### src/rtl/ssm_sel_pkg.sv
package ssm_sel_pkg;
  typedef enum logic [1:0] {
    MODE_PRIO = 2'd0,
    MODE_QUAL = 2'd1,
    MODE_EXT  = 2'd2,
    MODE_QALT = 2'd3
  } sel_mode_e;

  typedef enum logic [1:0] {
    OVR_NONE   = 2'd0,
    OVR_MANUAL = 2'd1,
    OVR_FORCED = 2'd2,
    OVR_SPARE  = 2'd3
  } ovr_kind_e;

  localparam logic [3:0] QL_EQUIP = 4'b1011;

  // bit 2 set: not selectable on quality; bits 1:0 rank, 0 best
  function automatic logic [2:0] ql_rank(input logic [3:0] code);
    case (code)
      4'b0010: ql_rank = 3'd0;
      4'b0100: ql_rank = 3'd1;
      4'b1000: ql_rank = 3'd2;
      4'b1011: ql_rank = 3'd3;
      default: ql_rank = 3'd4;
    endcase
  endfunction
endpackage

### src/rtl/ssm_src_grade.sv
module ssm_src_grade
  import ssm_sel_pkg::*;
#(
  parameter int unsigned PRIO_W = 3,
  localparam int unsigned KEY_W = PRIO_W + 2
) (
  input  logic [1:0]        mode,
  input  logic [3:0]        local_id,
  input  logic              valid,
  input  logic [7:0]        s1,
  input  logic [PRIO_W-1:0] prio,
  output logic              usable,
  output logic [KEY_W-1:0]  key
);
  logic [2:0] rank;
  logic       id_loop;

  always_comb begin
    rank    = ql_rank(s1[3:0]);
    id_loop = (mode == MODE_EXT) && (s1[7:4] == local_id);
    if (mode == MODE_PRIO) begin
      usable = valid;
      key    = {2'b00, prio};
    end else begin
      usable = valid && !rank[2] && !id_loop;
      key    = {rank[1:0], prio};
    end
  end
endmodule

### src/rtl/ssm_best_pick.sv
module ssm_best_pick #(
  parameter int unsigned NC    = 3,
  parameter int unsigned KEY_W = 5,
  parameter int unsigned IDX_W = 2
) (
  input  logic              clk,
  input  logic              rst,
  input  logic [NC-1:0]     usable,
  input  logic [NC*KEY_W-1:0] keys,
  output logic              found,
  output logic [IDX_W-1:0]  best_idx
);
  logic [KEY_W-1:0] best_key;

  // ascending scan with strict compare keeps the lowest index on ties
  always_comb begin
    found    = 1'b0;
    best_idx = '0;
    best_key = '1;
    for (int i = 0; i < NC; i++) begin
      if (usable[i] && (!found || keys[i*KEY_W +: KEY_W] < best_key)) begin
        found    = 1'b1;
        best_idx = IDX_W'(i);
        best_key = keys[i*KEY_W +: KEY_W];
      end
    end
  end


  pick_usable_chk: assert property (@(posedge clk) disable iff (rst)
    found |-> usable[best_idx]);
endmodule

### src/rtl/ssm_clock_selector.sv
module ssm_clock_selector
  import ssm_sel_pkg::*;
#(
  parameter int unsigned N_SRC  = 4,
  parameter int unsigned PRIO_W = 3,
  parameter logic [N_SRC-2:0] LINE_MASK = {{(N_SRC-2){1'b1}}, 1'b0},
  localparam int unsigned NC    = N_SRC - 1,
  localparam int unsigned IDX_W = $clog2(N_SRC),
  localparam int unsigned KEY_W = PRIO_W + 2
) (
  input  logic                 clk,
  input  logic                 rst,
  input  logic                 eval,
  input  logic [1:0]           mode,
  input  logic [3:0]           local_id,
  input  logic [NC-1:0]        cand_valid,
  input  logic [NC*8-1:0]      cand_s1,
  input  logic [NC*PRIO_W-1:0] cand_prio,
  input  logic [1:0]           ovr_kind,
  input  logic [IDX_W-1:0]     ovr_src,
  output logic [IDX_W-1:0]     sel_idx,
  output logic                 sel_on_osc,
  output logic                 switch_pulse,
  output logic [3:0]           adv_ql,
  output logic [3:0]           adv_id,
  output logic [NC-1:0]        adv_dnu_mask
);
  localparam logic [IDX_W-1:0] OSC_IDX = IDX_W'(NC);

  logic [NC-1:0]       cand_use;
  logic [NC*KEY_W-1:0] cand_key;
  logic                any_found;
  logic [IDX_W-1:0]    best_idx;
  logic [N_SRC-1:0]    use_all;
  logic                ovr_ok;
  logic [IDX_W-1:0]    nxt_idx;
  logic [7:0]          nxt_s1;
  logic [3:0]          nxt_ql;
  logic [3:0]          nxt_id;
  logic [NC-1:0]       nxt_mask;

  genvar g;
  generate
    for (g = 0; g < NC; g++) begin : g_grade
      ssm_src_grade #(.PRIO_W(PRIO_W)) u_grade (
        .mode    (mode),
        .local_id(local_id),
        .valid   (cand_valid[g]),
        .s1      (cand_s1[g*8 +: 8]),
        .prio    (cand_prio[g*PRIO_W +: PRIO_W]),
        .usable  (cand_use[g]),
        .key     (cand_key[g*KEY_W +: KEY_W])
      );
    end
  endgenerate

  ssm_best_pick #(.NC(NC), .KEY_W(KEY_W), .IDX_W(IDX_W)) u_pick (
    .clk     (clk),
    .rst     (rst),
    .usable  (cand_use),
    .keys    (cand_key),
    .found   (any_found),
    .best_idx(best_idx)
  );

  assign use_all = {1'b1, cand_use};
  assign ovr_ok  = (32'(ovr_src) < N_SRC);

  always_comb begin
    nxt_idx = any_found ? best_idx : OSC_IDX;
    if (ovr_ok) begin
      if (ovr_kind == OVR_FORCED)
        nxt_idx = ovr_src;
      else if (ovr_kind == OVR_MANUAL && use_all[ovr_src])
        nxt_idx = ovr_src;
    end
  end

  always_comb begin
    nxt_s1   = '0;
    nxt_mask = '0;
    for (int i = 0; i < NC; i++) begin
      if (nxt_idx == IDX_W'(i)) begin
        nxt_s1      = cand_s1[i*8 +: 8];
        nxt_mask[i] = LINE_MASK[i];
      end
    end
    if (nxt_idx == OSC_IDX) begin
      nxt_ql = QL_EQUIP;
      nxt_id = (mode == MODE_EXT) ? local_id : 4'h0;
    end else begin
      nxt_ql = nxt_s1[3:0];
      nxt_id = (mode == MODE_EXT) ? nxt_s1[7:4] : 4'h0;
    end
  end

  always_ff @(posedge clk) begin
    if (rst) begin
      sel_idx      <= OSC_IDX;
      sel_on_osc   <= 1'b1;
      switch_pulse <= 1'b0;
      adv_ql       <= QL_EQUIP;
      adv_id       <= 4'h0;
      adv_dnu_mask <= '0;
    end else if (eval) begin
      sel_idx      <= nxt_idx;
      sel_on_osc   <= (nxt_idx == OSC_IDX);
      switch_pulse <= (nxt_idx != sel_idx);
      adv_ql       <= nxt_ql;
      adv_id       <= nxt_id;
      adv_dnu_mask <= nxt_mask;
    end else begin
      switch_pulse <= 1'b0;
    end
  end


  hold_no_eval_chk: assert property (@(posedge clk) disable iff (rst)
    !eval |=> $stable(sel_idx));


  pulse_change_chk: assert property (@(posedge clk) disable iff (rst)
    switch_pulse |-> (sel_idx != $past(sel_idx)));


  forced_pick_chk: assert property (@(posedge clk) disable iff (rst)
    (eval && ovr_kind == OVR_FORCED && ovr_ok) |=> (sel_idx == $past(ovr_src)));


  dnu_onehot_chk: assert property (@(posedge clk) disable iff (rst)
    $onehot0(adv_dnu_mask));


  osc_adv_chk: assert property (@(posedge clk) disable iff (rst)
    sel_on_osc |-> (adv_ql == QL_EQUIP && adv_dnu_mask == '0));
endmodule

### config.mk
export PLATFORM = sky130hd
export DESIGN_NAME = ssm_clock_selector
export DESIGN_NICKNAME = d
export VERILOG_FILES = /design/src/rtl/ssm_sel_pkg.sv /design/src/rtl/ssm_src_grade.sv /design/src/rtl/ssm_best_pick.sv /design/src/rtl/ssm_clock_selector.sv
export SDC_FILE = /design/constraint.sdc
export NUM_CORES = 1
export LEC_CHECK = 0
export BUFFER_PORTS_ARGS = -buffer_cell sky130_fd_sc_hd__buf_2
export CORE_MARGIN = 8
export CORE_UTILIZATION = 50
export CTS_CLUSTER_DIAMETER = 150
export CTS_CLUSTER_SIZE = 20
export DETAILED_ROUTE_END_ITERATION = 16
export HOLD_SLACK_MARGIN = 0.15
export PLACE_DENSITY = 0.77
export SLEW_MARGIN = 25
export SYNTH_ARGS = -nofsm -noshare
export SYNTH_HDL_FRONTEND = slang
export SYNTH_HIERARCHICAL = 1
export SYNTH_SLANG_ARGS = --single-unit
### constraint.sdc
create_clock -name clk -period 6.8 [get_ports clk]
set_input_delay 1.7 -clock clk [delete_from_list [all_inputs] [get_ports clk]]
set_output_delay 1.7 -clock clk [all_outputs]
set_load 0.01 [all_outputs]
# --- After elaboration in Yosys (flattened, before gate mapping) ---
# Cells that the tools add are included.
word_totals:
  wordCells: 87
  romBits: 0
  mem_bits_rw: 0
  memories: 0
  latchBits: 0
  register_bits: 14
  output_inout_bits: 15
op_classes:
  reduce_logical: 25
  add_sub_neg: 0
  mux: 30
  div_mod_pow: 0
  n_lt_le_gt_ge: 3
  mul: 0
  n_shift: 0
  n_eq_ne: 22
  n_bitwise: 1
ops:
  columns: ["cell", "n"]
  rows:
  - ["3-bit case mux with 4 select lines", 3]
  - ["5-bit two-way mux", 5]
  - ["4-bit == test, second input constant", 6]
  - ["8-bit two-way mux", 3]
  - ["4-bit two-way mux", 4]
  - ["4-bit by 2-bit == test with 1-bit output, second input constant", 3]
  - ["4-bit by 3-bit == test with 1-bit output, second input constant", 3]
  - ["4-bit == test", 3]
  - ["1-bit logical AND", 12]
  - ["5-bit less-than comparator", 2]
  - ["1-bit two-way mux", 10]
  - ["2-bit == test, second input constant", 4]
  - ["1-bit zero test", 8]
  - ["2-bit two-way mux", 4]
  - ["2-bit by 1-bit == test with 1-bit output, second input constant", 2]
  - ["2-bit zero test", 2]
  - ["2-bit by 3-bit less-than comparator with 1-bit output, second input constant", 1]
  - ["1-bit binary-select mux with 2-bit select", 1]
  - ["1-bit logical OR", 2]
  - ["2-bit != test", 1]
  - ["2-bit OR reduction", 1]
  - ["1-bit inverter", 1]

# --- Logic depth before layout (Yosys ltp) ---
depth:
  depth_word: 24
  depth_mapped: 22
  depth_no_buf: 20

# --- By module ---
# The synthesis kept the hierarchy.
by_module_without_submodules:
  columns: ["mod", "n_inst", "cells_each", "area_per_inst_um2"]
  rows:
  - ["ssm_clock_selector", 1, 118, 1071.0]
  - ["ssm_src_grade", 3, 20, 156.4]
  - ["ssm_best_pick", 1, 55, 436.7]

# --- Least setup slack after synthesis ---
# OpenSTA, ideal clock, no wires.
synth_timing:
  path_type: "input to register"
  start: "input cand_s1[1]"
  end: "register switch_pulse"
  t_arrival_ns: 5.504
  path_stages: 19
  path_buffers: 1
  required_ns: 6.680
  setup_ns: 0.120
  path_slack_ns: 1.175
  path_cell_list: "or4b_4 > o221ai_1 > and3_1 > clkbuf_2 > nor2b_1 > ha_1 > a21oi_2 > o21ai_2 > o21a_4 > o31ai_2 > ha_1 > a21oi_1 > o2111ai_1 > a21o_1 > o211a_1 > or2b_2 > mux2_4 > xnor2_1 > a21oi_1"
synth_via:
  elab_chain_len: 19
synth_rtl:
  columns: ["item", "line", "text"]
  rows:
  - ["start, declared", "ssm_clock_selector.sv:17", "input logic [NC*8-1:0] cand_s1,"]
  - ["4-bit == test, or another cell as far along", "ssm_sel_pkg.sv:20", "case (code)"]
  - ["3-bit case mux with 4 select lines *", "ssm_sel_pkg.sv:20", null]
  - ["1-bit zero test *", "ssm_src_grade.sv:25", "usable = valid && !rank[2] && !id_loop;"]
  - ["1-bit logical AND * (2 in series)", "ssm_src_grade.sv:25", null]
  - ["1-bit two-way mux *", "ssm_src_grade.sv:21", "if (mode == MODE_PRIO) begin"]
  - ["named net cand_use[0]", "ssm_clock_selector.sv:30", "logic [NC-1:0] cand_use;"]
  - ["5-bit two-way mux / 1-bit two-way mux (equally long branches)", "ssm_best_pick.sv:21", "if (usable[i] && (!found || keys[i*KEY_W +: KEY_W] < best_key)) begin"]
  - ["5-bit less-than comparator / 1-bit zero test (equally long branches)", "ssm_best_pick.sv:21", null]
  - ["[... 4 more ...]", null, null]
  - ["1-bit logical OR", "ssm_best_pick.sv:21", null]
  - ["1-bit logical AND", "ssm_best_pick.sv:21", null]
  - ["2-bit two-way mux *", "ssm_best_pick.sv:21", null]
  - ["named net best_idx[0]", "ssm_clock_selector.sv:33", "logic [IDX_W-1:0] best_idx;"]
  - ["2-bit two-way mux *", "ssm_clock_selector.sv:70", "nxt_idx = any_found ? best_idx : OSC_IDX;"]
  - ["2-bit two-way mux *", "ssm_clock_selector.sv:74", "else if (ovr_kind == OVR_MANUAL && use_all[ovr_src])"]
  - ["2-bit two-way mux *", "ssm_clock_selector.sv:72", "if (ovr_kind == OVR_FORCED)"]
  - ["2-bit != test *", "ssm_clock_selector.sv:108", "switch_pulse <= (nxt_idx != sel_idx);"]
  - ["end signal, assigned", "ssm_clock_selector.sv:108", null]
  - ["end, declared", "ssm_clock_selector.sv:23", "output logic switch_pulse,"]
# Mark *: on every way through the listed nets, which the timed path passes. The rest lies on a longest branch. The select of a mux whose other input is x is not followed.
# A chain may end at the register's enable or synchronous reset.

# --- Final worst setup path ---
layout_timing:
  start: "input cand_s1[1]"
  end: "register sel_on_osc"
layout_via:
  elab_chain_len: 19
layout_rtl:
  columns: ["item", "line", "text"]
  rows:
  - ["4-bit == test, or another cell as far along", "ssm_sel_pkg.sv:20", null]
  - ["3-bit case mux with 4 select lines *", "ssm_sel_pkg.sv:20", null]
  - ["1-bit zero test *", "ssm_src_grade.sv:25", null]
  - ["1-bit logical AND * (2 in series)", "ssm_src_grade.sv:25", null]
  - ["1-bit two-way mux *", "ssm_src_grade.sv:21", null]
  - ["named net cand_use[0]", "ssm_clock_selector.sv:30", null]
  - ["5-bit two-way mux / 1-bit two-way mux (equally long branches)", "ssm_best_pick.sv:21", null]
  - ["5-bit less-than comparator / 1-bit zero test (equally long branches)", "ssm_best_pick.sv:21", null]
  - ["[... 4 more ...]", null, null]
  - ["1-bit logical OR", "ssm_best_pick.sv:21", null]
  - ["1-bit logical AND", "ssm_best_pick.sv:21", null]
  - ["2-bit two-way mux *", "ssm_best_pick.sv:21", null]
  - ["named net best_idx[0]", "ssm_clock_selector.sv:33", null]
  - ["2-bit two-way mux *", "ssm_clock_selector.sv:70", null]
  - ["2-bit two-way mux *", "ssm_clock_selector.sv:74", null]
  - ["2-bit two-way mux *", "ssm_clock_selector.sv:72", null]
  - ["2-bit == test *", "ssm_clock_selector.sv:107", "sel_on_osc <= (nxt_idx == OSC_IDX);"]
  - ["end signal, assigned", "ssm_clock_selector.sv:107", null]
  - ["end, declared", "ssm_clock_selector.sv:22", "output logic sel_on_osc,"]
# Marks and branches as above.

==> flow_summary.toml <==
[die]
coreArea_mm2 = 0.00391
die_w_um = 78.9
rows = 23
dieArea_mm2 = 0.00622
io_pins = 64
die_h_um = 78.9
start_util_pct = 50.5

[drt]
dr.pass1.iters = 4
viasPerCell = 5.77
drtIter0Drc = 89
via_count = 1927
wire_per_inst_um = 15.5
drtAntennaViolNets = 0
wirelength_um = 5190
route.detailed.drc = 0

[place]
place_ws_ns = 0.571
place_area_mm2 = 0.00224
place_congestion = 0.893
io_buffers = 62
place_hpwl_um = 4300

[hold_path]
min_path_type = "flip-flop to flip-flop"
hold_path_end = "adv_dnu_mask[1]"
hp-start = "adv_dnu_mask[1]"
worstHoldPathCells = 1

[yosys]
synth_edf_count = 0
synthArstFlopShare_pct = 0
synth_top_area_share_pct = 14.2
syn_nets = 290
syn-cell-area_mm2 = 0.00198
synthTopCellsByArea = "dfxtp_1 (14%), mux4_1 (5.3%), xor2_1 (5.3%), ha_1 (5.1%), buf_4 (4.2%)"
synth-seq-area-share_pct = 14.2
synth_top_area_cell = "dfxtp_1"
ys.flop_type = "dfxtp_1"
synth_warnings = 6
synth.distinct_cells = 61
syn_avg_cell_area_um2 = 8.48
syn_inst = 233
synth_seq_cells = 14

[critical_path]
critPathCaptureType = "flip-flop"
cp-start-kind = "input port"
cp.arrival_ns = 6.10
crit_buf_inv = 1
rrSetupSlack_ns = 5.82
critPathMostFrequentCell = "ha_1"
ff2ff_path_depth = 5
reg2reg_to = "adv_ql[2]"
crit_chain = "buf_2, or4b_4, o221ai_1, and3_1, nor2b_1, ha_1, a21oi_2, o21ai_2, o21a_4, o31ai_2, ha_1, a21oi_1, o2111ai_1, a21o_1, o211a_1, a21boi_0, mux2i_1, a211o_1"
slowest_delay_ns = 0.54
crit_type = "input port to flip-flop"
critPathSlowestCell = "or4b_4"
r2r-start = "adv_ql[2]"
cp_top_family = "compound AO/OA/AOI/OAI gates"
crit_required_ns = 6.93
worst-path-max-fanout = 12

[grt]
grt.overflow.total = 0
grt_use_total_pct = 15.9
grt_pass1_vias = 1955
antenna_found_initial = 0
grt_pass1_wl_um = 8390
grt_max_degree = 13

[timing]
setup_violations = 0
fin_ws_ns = 0.828
relSlewSlack_pct = 64.4
report.final.slew_viol_count = 0
fmax_mhz = 167
worst_pin_slew_ns = 0.527
period_minus_slack_ns = 5.97
worst_hold_slack_ns = 0.476
setup_tns_ns = 0
fin_worst_skew_ns = 0.000408
rsz0062_at_grt = "false"
period_share_pct = 87.8
finalHoldViolCount = 0

[finish]
syn2layout_area_growth_pct = 15.9
num_antenna_cells = 0
final_cell_mix = "buf_2 (62), nand2_1 (22), nor2_1 (15)"
finalNetCount = 342
final_area_mm2 = 0.00229
drive_above_1_share_pct = 33.1
final_common_cell = "buf_2"

[cts]
clk_path_buf_depth = 2
cts_max_level = 1
hold_buffers = 0
cts_setup_buffers = 0
ctsResizeCount = 0
cts_buffers = 3
cts_tree = "done"
clock_sinks = 14
root_buffer = "clkbuf_8"
clkTransAtPathRegs_ns = 0.06
clkLatencyLatePin_ns = 0.24

[power]
finalPower_uw = 317
max-vdd-ir-drop_mv = 0.0619
p_leak_uw = 0.000996
p_per_area_mw_per_mm2 = 139

[outcome]
status = "completed"

[flow_run]
maxCapViolations = 0
registers in the layout, indices dropped and copies added, names as in the netlist:
name	cells
switch_pulse	1
adv_id	4
sel_idx	2
adv_ql	4
adv_dnu_mask	2
sel_on_osc	1
synthesized netlist by cell type (all sizes together) (2+ instances only):
master	count
nor4b	4
o2111ai	2
buf	13
a21boi	2
or3b	2
or4b	3
nand3b	2
nor2	15
mux4	4
a31oi	5
dfxtp	14
nor3	5
nor2b	9
xnor2	9
clkbuf	3
o221ai	3
o22ai	8
a211o	3
o211ai	5
ha	8
or2b	2
mux2i	5
o31ai	9
or2	2
a21oi	11
nand4b	6
and3	3
a22oi	5
nand2	23
inv	6
nand2b	3
o21ai	7
mux2	6
nor3b	4
xor2	12
logic make-up after synthesis:
family / after synthesis / synth area share, %
other cells: 1 / 0.190
buf+inv: 22 / 7.28
flops: 14 / 14.2
compound gates: 66 / 24.9
fa+ha+maj: 8 / 5.06
xor+xnor: 21 / 9.30
mux: 15 / 12.3
simple gates: 86 / 26.8
cell type report:
type,instances,area [um2]
inverter,6,22.5
timing repair buffer,63,318
clock buffer,4,55.1
fill,395,1620
tap,50,62.6
multi-input combinational,197,1550
sequential,14,280
power breakdown:
part	leakage [uW]	internal [uW]	switching [uW]	total, uW
Sequential	0.000115	89.1	3.72	92.8
Combinational	0.000853	67.4	79.3	147
Clock	0.0000288	51.1	26.7	77.9
Total	0.000996	208	110	317
worst max-delay path by stage:
stage | from | end | slack, ns | depth (start not counted)
2_1_floorplan | cand_s1[1] | switch_pulse | 1.18 | 19
3_3_place_gp | cand_s1[1] | sel_on_osc | 0.67 | 19
3_5_place_dp | cand_s1[1] | sel_on_osc | 0.57 | 18
4_1_cts | cand_s1[1] | sel_on_osc | 0.81 | 18
5_1_grt | cand_s1[1] | sel_on_osc | 0.47 | 18
6_report | cand_s1[1] | sel_on_osc | 0.83 | 18
through the flow:
stage | std cells | util, %
3_5_place_dp | 330 | 57.1
3_3_place_gp | 330 | 57.1
6_report | 334 | 58.5
2_1_floorplan | 233 | -
5_1_grt | 334 | 58.5
4_1_cts | 334 | 58.5
routing by layer:
layer | global-route usage (%) | wire [um] | up-vias
met1 | 18.9 | 2310 | 900
li1 | - | - | 980
met2 | 29.0 | 2580 | 41
met5 | 0 | 0 | -
met3 | 2.48 | 219 | 6
met4 | 3.89 | 73 | 0
Note: power is estimated with default switching activity, not from simulation.
